$ cat src/rtl/exc_seq_pkg.sv
package exc_seq_pkg;
    typedef enum logic [1:0] {
        CAUSE_IRQ  = 2'd0,
        CAUSE_NMI  = 2'd1,
        CAUSE_BRK  = 2'd2,
        CAUSE_BFLT = 2'd3
    } cause_e;

    typedef enum logic [2:0] {
        ST_IDLE       = 3'd0,
        ST_SAVE       = 3'd1,
        ST_FETCH_REQ  = 3'd2,
        ST_FETCH_WAIT = 3'd3,
        ST_DONE       = 3'd4
    } state_e;

    // status word layout
    localparam int unsigned IEN_BIT   = 5;
    localparam int unsigned USER_BIT  = 8;
    localparam int unsigned KEEP_HI   = 2;   // top bits preserved
    localparam int unsigned MODE_LSH  = 12;
    localparam int unsigned MODE_RSH  = 2;
    localparam int unsigned CLR_LO    = 10;  // low bits forced to zero
    localparam int unsigned XSTAT_POS = 8;   // vector field position
endpackage

$ cat src/rtl/exc_seq_arb.sv
module exc_seq_arb
    import exc_seq_pkg::*;
#(
    parameter int unsigned DATA_W = 32,
    parameter int unsigned NMI_BIT = DATA_W - 2
) (
    input  logic              clk,
    input  logic              rst_n,
    input  logic              enable,
    input  logic              brk_req,
    input  logic              bflt_req,
    input  logic              irq_req,
    input  logic              nmi_req,
    input  logic              irq_lock,
    input  logic [DATA_W-1:0] status,
    output logic              take,
    output cause_e            cause
);
    logic irq_ok, nmi_ok;

    always_comb begin
        irq_ok = irq_req && status[IEN_BIT] && !irq_lock;
        nmi_ok = nmi_req && status[NMI_BIT];
        take   = 1'b0;
        cause  = CAUSE_IRQ;
        if (enable) begin
            if (bflt_req) begin
                take = 1'b1; cause = CAUSE_BFLT;
            end else if (brk_req) begin
                take = 1'b1; cause = CAUSE_BRK;
            end else if (nmi_ok) begin
                take = 1'b1; cause = CAUSE_NMI;
            end else if (irq_ok) begin
                take = 1'b1; cause = CAUSE_IRQ;
            end
        end
    end

    AST_IRQ_GATED: assert property (@(posedge clk) disable iff (!rst_n)
        (take && cause == CAUSE_IRQ) |-> (irq_req && status[IEN_BIT] && !irq_lock))
        else $error("irq taken while not eligible");

    AST_NMI_GATED: assert property (@(posedge clk) disable iff (!rst_n)
        (take && cause == CAUSE_NMI) |-> (nmi_req && status[NMI_BIT] && !bflt_req && !brk_req))
        else $error("nmi taken while not eligible");
endmodule

$ cat src/rtl/exc_seq_calc.sv
module exc_seq_calc
    import exc_seq_pkg::*;
#(
    parameter int unsigned DATA_W = 32,
    parameter int unsigned VEC_W  = 8,
    parameter int unsigned DS_W   = 2,
    parameter int unsigned NMI_BIT = DATA_W - 2
) (
    input  cause_e            cause,
    input  logic [VEC_W-1:0]  trap_vec,
    input  logic [VEC_W-1:0]  fault_vec,
    input  logic [VEC_W-1:0]  irq_vec,
    input  logic [DATA_W-1:0] pc,
    input  logic [DS_W-1:0]   dslot,
    input  logic [DATA_W-1:0] status,
    input  logic [DATA_W-1:0] ebase,
    output logic [DATA_W-1:0] ret_addr,
    output logic [DATA_W-1:0] status_nx,
    output logic [DATA_W-1:0] xstat,
    output logic [DATA_W-1:0] fetch_addr,
    output logic              user_mode,
    output logic              in_slot
);
    localparam logic [DATA_W-1:0] HI_MASK = {{KEEP_HI{1'b1}}, {(DATA_W-KEEP_HI){1'b0}}};
    localparam logic [DATA_W-1:0] LO_MASK = {{(DATA_W-CLR_LO){1'b0}}, {CLR_LO{1'b1}}};

    logic [VEC_W-1:0]  vec;
    logic [DATA_W-1:0] pre;
    logic [DATA_W-1:0] raw_addr;

    always_comb begin
        unique case (cause)
            CAUSE_NMI:  vec = '0;
            CAUSE_BRK:  vec = trap_vec;
            CAUSE_BFLT: vec = fault_vec;
            default:    vec = irq_vec;
        endcase
        in_slot   = (dslot != '0);
        ret_addr  = pc - DATA_W'(dslot);
        user_mode = status[USER_BIT];
        pre       = status;
        if (cause == CAUSE_NMI) pre[NMI_BIT] = 1'b0;
        status_nx = ((pre & HI_MASK) | ((pre << MODE_LSH) >> MODE_RSH)) & ~LO_MASK;
        xstat     = DATA_W'(vec) << XSTAT_POS;
        raw_addr  = ebase + (DATA_W'(vec) << 2);
        fetch_addr = {1'b0, raw_addr[DATA_W-2:0]};
    end
endmodule

$ cat src/rtl/exc_entry_seq.sv
module exc_entry_seq
    import exc_seq_pkg::*;
#(
    parameter int unsigned DATA_W = 32,
    parameter int unsigned VEC_W  = 8,
    parameter int unsigned DS_W   = 2
) (
    input  logic              clk,
    input  logic              rst_n,
    input  logic              brk_req,
    input  logic              bflt_req,
    input  logic              irq_req,
    input  logic              nmi_req,
    input  logic              irq_lock,
    input  logic [VEC_W-1:0]  trap_vec,
    input  logic [VEC_W-1:0]  fault_vec,
    input  logic [VEC_W-1:0]  irq_vec,
    input  logic [DATA_W-1:0] pc_cur,
    input  logic [DS_W-1:0]   dslot_off,
    input  logic [DATA_W-1:0] status_cur,
    input  logic [DATA_W-1:0] sp_cur,
    input  logic [DATA_W-1:0] ksp_cur,
    input  logic [DATA_W-1:0] ebase_cur,
    input  logic              mem_rvalid,
    input  logic [DATA_W-1:0] mem_rdata,
    output logic              busy,
    output logic              done,
    output logic              save_we,
    output logic              erp_we,
    output logic [DATA_W-1:0] erp_new,
    output logic              nrp_we,
    output logic [DATA_W-1:0] nrp_new,
    output logic              usp_we,
    output logic [DATA_W-1:0] usp_new,
    output logic              sp_we,
    output logic [DATA_W-1:0] sp_new,
    output logic              dslot_clr,
    output logic [DATA_W-1:0] status_new,
    output logic [DATA_W-1:0] xstat_new,
    output logic              mem_req,
    output logic [DATA_W-1:0] mem_addr,
    output logic [DATA_W-1:0] pc_new
);
    localparam int unsigned NMI_BIT = DATA_W - 2;

    typedef struct packed {
        state_e            st;
        cause_e            cause;
        logic              user;
        logic              slot;
        logic [DATA_W-1:0] ret;
        logic [DATA_W-1:0] stat;
        logic [DATA_W-1:0] xst;
        logic [DATA_W-1:0] addr;
        logic [DATA_W-1:0] usp;
        logic [DATA_W-1:0] ksp;
        logic [DATA_W-1:0] pc;
    } ctx_t;

    ctx_t ctx_d, ctx_q;

    logic              take;
    cause_e            cause_sel;
    logic [DATA_W-1:0] c_ret, c_stat, c_xst, c_addr;
    logic              c_user, c_slot;

    exc_seq_arb #(.DATA_W(DATA_W), .NMI_BIT(NMI_BIT)) u_arb (
        .clk      (clk),
        .rst_n    (rst_n),
        .enable   (ctx_q.st == ST_IDLE),
        .brk_req  (brk_req),
        .bflt_req (bflt_req),
        .irq_req  (irq_req),
        .nmi_req  (nmi_req),
        .irq_lock (irq_lock),
        .status   (status_cur),
        .take     (take),
        .cause    (cause_sel)
    );

    exc_seq_calc #(.DATA_W(DATA_W), .VEC_W(VEC_W), .DS_W(DS_W), .NMI_BIT(NMI_BIT)) u_calc (
        .cause      (cause_sel),
        .trap_vec   (trap_vec),
        .fault_vec  (fault_vec),
        .irq_vec    (irq_vec),
        .pc         (pc_cur),
        .dslot      (dslot_off),
        .status     (status_cur),
        .ebase      (ebase_cur),
        .ret_addr   (c_ret),
        .status_nx  (c_stat),
        .xstat      (c_xst),
        .fetch_addr (c_addr),
        .user_mode  (c_user),
        .in_slot    (c_slot)
    );

    always_comb begin
        ctx_d = ctx_q;
        unique case (ctx_q.st)
            ST_IDLE: begin
                if (take) begin
                    ctx_d.st    = ST_SAVE;
                    ctx_d.cause = cause_sel;
                    ctx_d.user  = c_user;
                    ctx_d.slot  = c_slot;
                    ctx_d.ret   = c_ret;
                    ctx_d.stat  = c_stat;
                    ctx_d.xst   = c_xst;
                    ctx_d.addr  = c_addr;
                    ctx_d.usp   = sp_cur;
                    ctx_d.ksp   = ksp_cur;
                end
            end
            ST_SAVE:      ctx_d.st = ST_FETCH_REQ;
            ST_FETCH_REQ: ctx_d.st = ST_FETCH_WAIT;
            ST_FETCH_WAIT: begin
                if (mem_rvalid) begin
                    ctx_d.st = ST_DONE;
                    ctx_d.pc = mem_rdata;
                end
            end
            default:      ctx_d.st = ST_IDLE;
        endcase
    end

    always_ff @(posedge clk or negedge rst_n) begin
        if (!rst_n) begin
            ctx_q <= '{st: ST_IDLE, cause: CAUSE_IRQ, default: '0};
        end else begin
            ctx_q <= ctx_d;
        end
    end

    assign busy       = (ctx_q.st != ST_IDLE);
    assign save_we    = (ctx_q.st == ST_SAVE);
    assign erp_we     = save_we && (ctx_q.cause != CAUSE_NMI);
    assign nrp_we     = save_we && (ctx_q.cause == CAUSE_NMI);
    assign erp_new    = ctx_q.ret;
    assign nrp_new    = ctx_q.ret;
    assign usp_we     = save_we && ctx_q.user;
    assign sp_we      = save_we && ctx_q.user;
    assign usp_new    = ctx_q.usp;
    assign sp_new     = ctx_q.ksp;
    assign dslot_clr  = save_we && ctx_q.slot;
    assign status_new = ctx_q.stat;
    assign xstat_new  = ctx_q.xst;
    assign mem_req    = (ctx_q.st == ST_FETCH_REQ);
    assign mem_addr   = ctx_q.addr;
    assign done       = (ctx_q.st == ST_DONE);
    assign pc_new     = ctx_q.pc;

    AST_DONE_SINGLE: assert property (@(posedge clk) disable iff (!rst_n)
        done |=> !done)
        else $error("done longer than one cycle");

    AST_DONE_AFTER_DATA: assert property (@(posedge clk) disable iff (!rst_n)
        $rose(done) |-> $past(mem_rvalid))
        else $error("done without read data");

    AST_FETCH_SINGLE: assert property (@(posedge clk) disable iff (!rst_n)
        mem_req |=> !mem_req)
        else $error("fetch request longer than one cycle");

    AST_FETCH_AFTER_SAVE: assert property (@(posedge clk) disable iff (!rst_n)
        $rose(mem_req) |-> $past(save_we))
        else $error("fetch not preceded by save");

    AST_RETURN_EXCLUSIVE: assert property (@(posedge clk) disable iff (!rst_n)
        nrp_we |-> !erp_we)
        else $error("both return registers written");

    AST_SAVE_BUSY: assert property (@(posedge clk) disable iff (!rst_n)
        save_we |=> (busy && !save_we))
        else $error("second save in one sequence");
endmodule

$ cat config.mk
export PLATFORM = sky130hd
export DESIGN_NAME = exc_entry_seq
export DESIGN_NICKNAME = d
export VERILOG_FILES = /design/src/rtl/exc_seq_pkg.sv /design/src/rtl/exc_seq_arb.sv /design/src/rtl/exc_seq_calc.sv /design/src/rtl/exc_entry_seq.sv
export SDC_FILE = /design/constraint.sdc
export NUM_CORES = 1
export LEC_CHECK = 0
export BUFFER_PORTS_ARGS = -buffer_cell sky130_fd_sc_hd__buf_2
export CAP_MARGIN = 20
export CORE_AREA = 4 4 190 192
export CTS_CLUSTER_SIZE = 25
export DETAILED_ROUTE_END_ITERATION = 7
export DIE_AREA = 0 0 194 196
export PLACE_DENSITY = 0.56
export SYNTH_ARGS = -nofsm -noshare
export SYNTH_HDL_FRONTEND = slang
export SYNTH_SLANG_ARGS = --single-unit
export TNS_END_PERCENT = 100
$ cat constraint.sdc
create_clock -name clk -period 4.76 [get_ports clk]
set_input_delay 0.952 -clock clk [delete_from_list [all_inputs] [get_ports clk]]
set_output_delay 0.952 -clock clk [all_outputs]
set_load 0.02 [all_outputs]
==> metrics.csv <==
stage,metric,value,unit
pwr,Sw Ratio,46.4,%
clock_network,Worst-Skew Late Latency,0.43,ns
global_routing,first-pass GRT wire length,47700,um
clock_network,CTS root buf,clkbuf_16,
critical_path,WS Path Type,input pin to flip-flop,
pwr,Internal Power,4550,uW
logic_synthesis,number of synthesized flops with an enable pin,0,
critical_path,CP arrival,4.53,ns
global_routing,initial antenna violation count,7,
logic_synthesis,ranking of synthesized cells by area,"dfrtp_1 (45%), buf_4 (18%), nand2_1 (15%), xnor2_1 (2.0%), o21ai_0 (2.0%)",
status,status,"complete, no violations",
timing,Worst Hold Slack,0.468,ns
clock_network,CTS Buf Count,17,
global_routing,largest net degree at the start of global routing,86,
clock_network,Clock Pin Slew Worst Setup and Hold Paths,0.08,ns
flow_run,Max Cap Viol,0,
critical_path,crit path launch type,input pin,
timing,"Slew Viols, Final",0,
timing,Clock Skew,0.0150,ns
finish,Syn-to-layout area delta,14.2,%
logic_synthesis,mapped cell area,0.0108,sq mm
logic_synthesis,dominant cell type by area after synthesis,dfrtp_1,
drt,Via density,4.42,
drt,drt pass-1 iters,4,
logic_synthesis,warnings from Yosys,0,
finish,footprint of the multi-input gates,0.00391,sq mm
drt,Post-Route WL,31400,um
logic_synthesis,#FFs+latches synth,195,
drt,DR WL/cell,16.3,um
timing,Slew @ Worst Pin,1.05,ns
place,port bufs,444,
global_routing,gr usage total,15.8,%
clock_network,postcts setup bufs,0,
timing,fin crit period,4.17,ns
logic_synthesis,Syn Area/Cell,8.61,sq um
die,I/O pin count,491,
finish,Nets,1701,
critical_path,"reg-to-reg slack, setup",0.80,ns
timing,Final Cycle Share,87.7,%
logic_synthesis,predominant post-synthesis flop cell,dfrtp_1,
min_path,hold path depth,2,
clock_network,Longest Clk Path Bufs,2,
global_routing,vias in the first global route,8118,
drt,"antenna viol nets, final",0,
finish,share of cells above drive strength 1,34.9,%
clock_network,H-tree levels,4,
logic_synthesis,post-synthesis cell count,1258,
finish,Reg area,0.00488,sq mm
die,Die ar.,0.0380,sq mm
finish,number of fill cells in the layout,3632,
clock_network,CTS sink count,195,
logic_synthesis,Synth cell types,55,
die,Die X,194,um
critical_path,CP required,5.12,ns
timing,final hold vios,0,
die,Rows,68,
timing,Setup Viol. Count Final,0,
logic_synthesis,post-synth top area share,45.1,%
pwr,Sw Pwr,3950,uW
place,hpwl dp,24500,um
clock_network,CTS Hold Buffers Added,0,
logic_synthesis,"Async S/R FF share, synth",100,%
pwr,Peak VDD IR,276,uV
pwr,Power Dens Cells,687,mW/mm^2
timing,Final TNS setup,0,ns
clock_network,post-CTS sizing,0,
clock_network,CTS tree,built,
pwr,Comb power frac,48.4,%
min_path,Hold Path Class,flip-flop to flip-flop,
drt,DRT iter0 DRCs,323,
pwr,P_leak,0.00656,uW
finish,Final Util,36.0,%
critical_path,CP Max Fanout,16,
logic_synthesis,register area share after synthesis,45.1,%
timing,Rel. slew slack,29.4,%
die,Starting Density,31.5,%
pwr,portion of total power attributed to sequential cells,34.2,%
drt,total vias in the final route,8533,
drt,DRC Markers,0,
place,Final GP Congestion,0.853,
die,Die H,196,um
global_routing,global route overflow,0,
critical_path,Worst Setup End Kind,flip-flop,
pwr,clock share of power,17.4,%
timing,RSZ-0062 raised after global routing,false,
die,core region area,0.0344,sq mm
critical_path,reg2reg path depth,12,
timing,Peak Freq,240,MHz
-- placed cells by master, fill, tap and decap left out, types with 11 or more instances in the layout --
master     instances
a31oi_1           22
buf_2            443
buf_4             14
clkbuf_16         17
conb_1            35
dfrtp_1          195
inv_1             14
nand2_1          421
nand3_1           13
nor2_1            43
nor3_1            11
o21ai_0           43
o21ai_1           15
or4_1             11
xnor2_1           25
-- critical path, stage by stage --
cell and delay [ns]:
buf_2 0.18, nor2_1 0.36, a21o_1 0.31, nand2_1 0.07
o21ai_0 0.12, ha_1 0.29, inv_1 0.08, fa_1 0.40
nand2b_1 0.19, a21oi_1 0.34, o21ai_1 0.44, or4_1 0.60
a31oi_1 0.18
-- synthesized netlist by cell type, drive strengths merged (2+ instances only) --
library cell	instances
buf	273
or2	4
ha	10
a21o	5
nor2	44
nand3	13
nand2	422
mux2	7
inv	14
o22ai	2
o21a	2
o21ai	58
o2111ai	3
xor2	10
or3	10
a21oi	6
or4	12
fa	2
o41ai	2
dfrtp	195
and2	6
xnor2	25
nor4	11
clkbuf	35
a31oi	23
o31ai	10
a21boi	2
a211oi	2
and3	3
nor3	12
o211ai	5
nand2b	7
nand4	4
a32oi	8
-- metal layers --
| layer | track usage (%) | vias to the layer above | part of all wire (%) |
|---|---|---|---|
| met5 | 0 | - | 0.20 |
| met4 | 4.30 | 10 | 1.5 |
| met3 | 4.64 | 34 | 7.1 |
| met2 | 26.5 | 315 | 49 |
| met1 | 20.0 | 3967 | 42 |
| li1 | - | 4207 | - |
-- area by class of cell --
type                       instances  area share, %
antenna                            1         0.0202
clock buffer                      18           3.47
clock inverter                    13           1.21
inverter                          14          0.425
multi-input combinational        775           31.6
sequential                       195           39.4
tap                              455           4.60
timing repair buffer             460           19.3
-- per-stage QoR --
| step | worst slack, ns | total power (uW) | area, sq um | std cells |
|---|---|---|---|---|
| after detailed placement | 0.137 | 7110 | 11800 | 1898 |
| after global placement | 0.252 | 7040 | 11800 | 1898 |
| final | 0.587 | 8500 | 12400 | 1931 |
| after CTS | 0.598 | 8630 | 12300 | 1929 |
| after floorplan | 0.903 | 6720 | 11000 | 1292 |
| after global routing | 0.266 | 9140 | 12400 | 1931 |
-- state kept, by name (all words and copies together) (netlist names) --
register,count
pc_new,32
ctx_q,6
mem_addr,31
usp_new,32
sp_new,32
erp_new,32
status_new,22
xstat_new,8
-- kinds of logic after synthesis --
family                     after synthesis  share of synthesized area, %
AOI/OAI and AO/OA                      131                          7.54
muxes                                    7                         0.728
DFF                                    195                          45.1
adders and majority gates               12                          1.52
buffers and inverters                  322                          20.3
other                                    1                        0.0346
xor gates and xnor gates                35                          2.83
and+or+nand+nor                        555                          22.0
-- power groups by stage --
stage	Sequential [uW]	Clock [uW]	Combinational, uW
finish	2910	1480	4110
CTS	2920	1530	4170
global placement	2930	0	4110
detailed placement	2940	0	4170
global route	3020	1600	4510
floorplan	2820	0	3900
-- final timing paths --
path	startpoint	endpoint
worst max-delay path	bflt_req	mem_addr[28]$_DFFE_PN0P_
worst min-delay path	status_new[30]$_DFFE_PN0P_	status_new[30]$_DFFE_PN0P_
worst max register to register	ctx_q[228]$_DFFE_PN0P_	mem_addr[28]$_DFFE_PN0P_
worst min register to register	status_new[30]$_DFFE_PN0P_	status_new[30]$_DFFE_PN0P_
max in group asynchronous	rst_n	pc_new[23]$_DFFE_PN0P_
min in group asynchronous	rst_n	sp_new[31]$_DFFE_PN0P_
(Power assumes the default switching activity.)
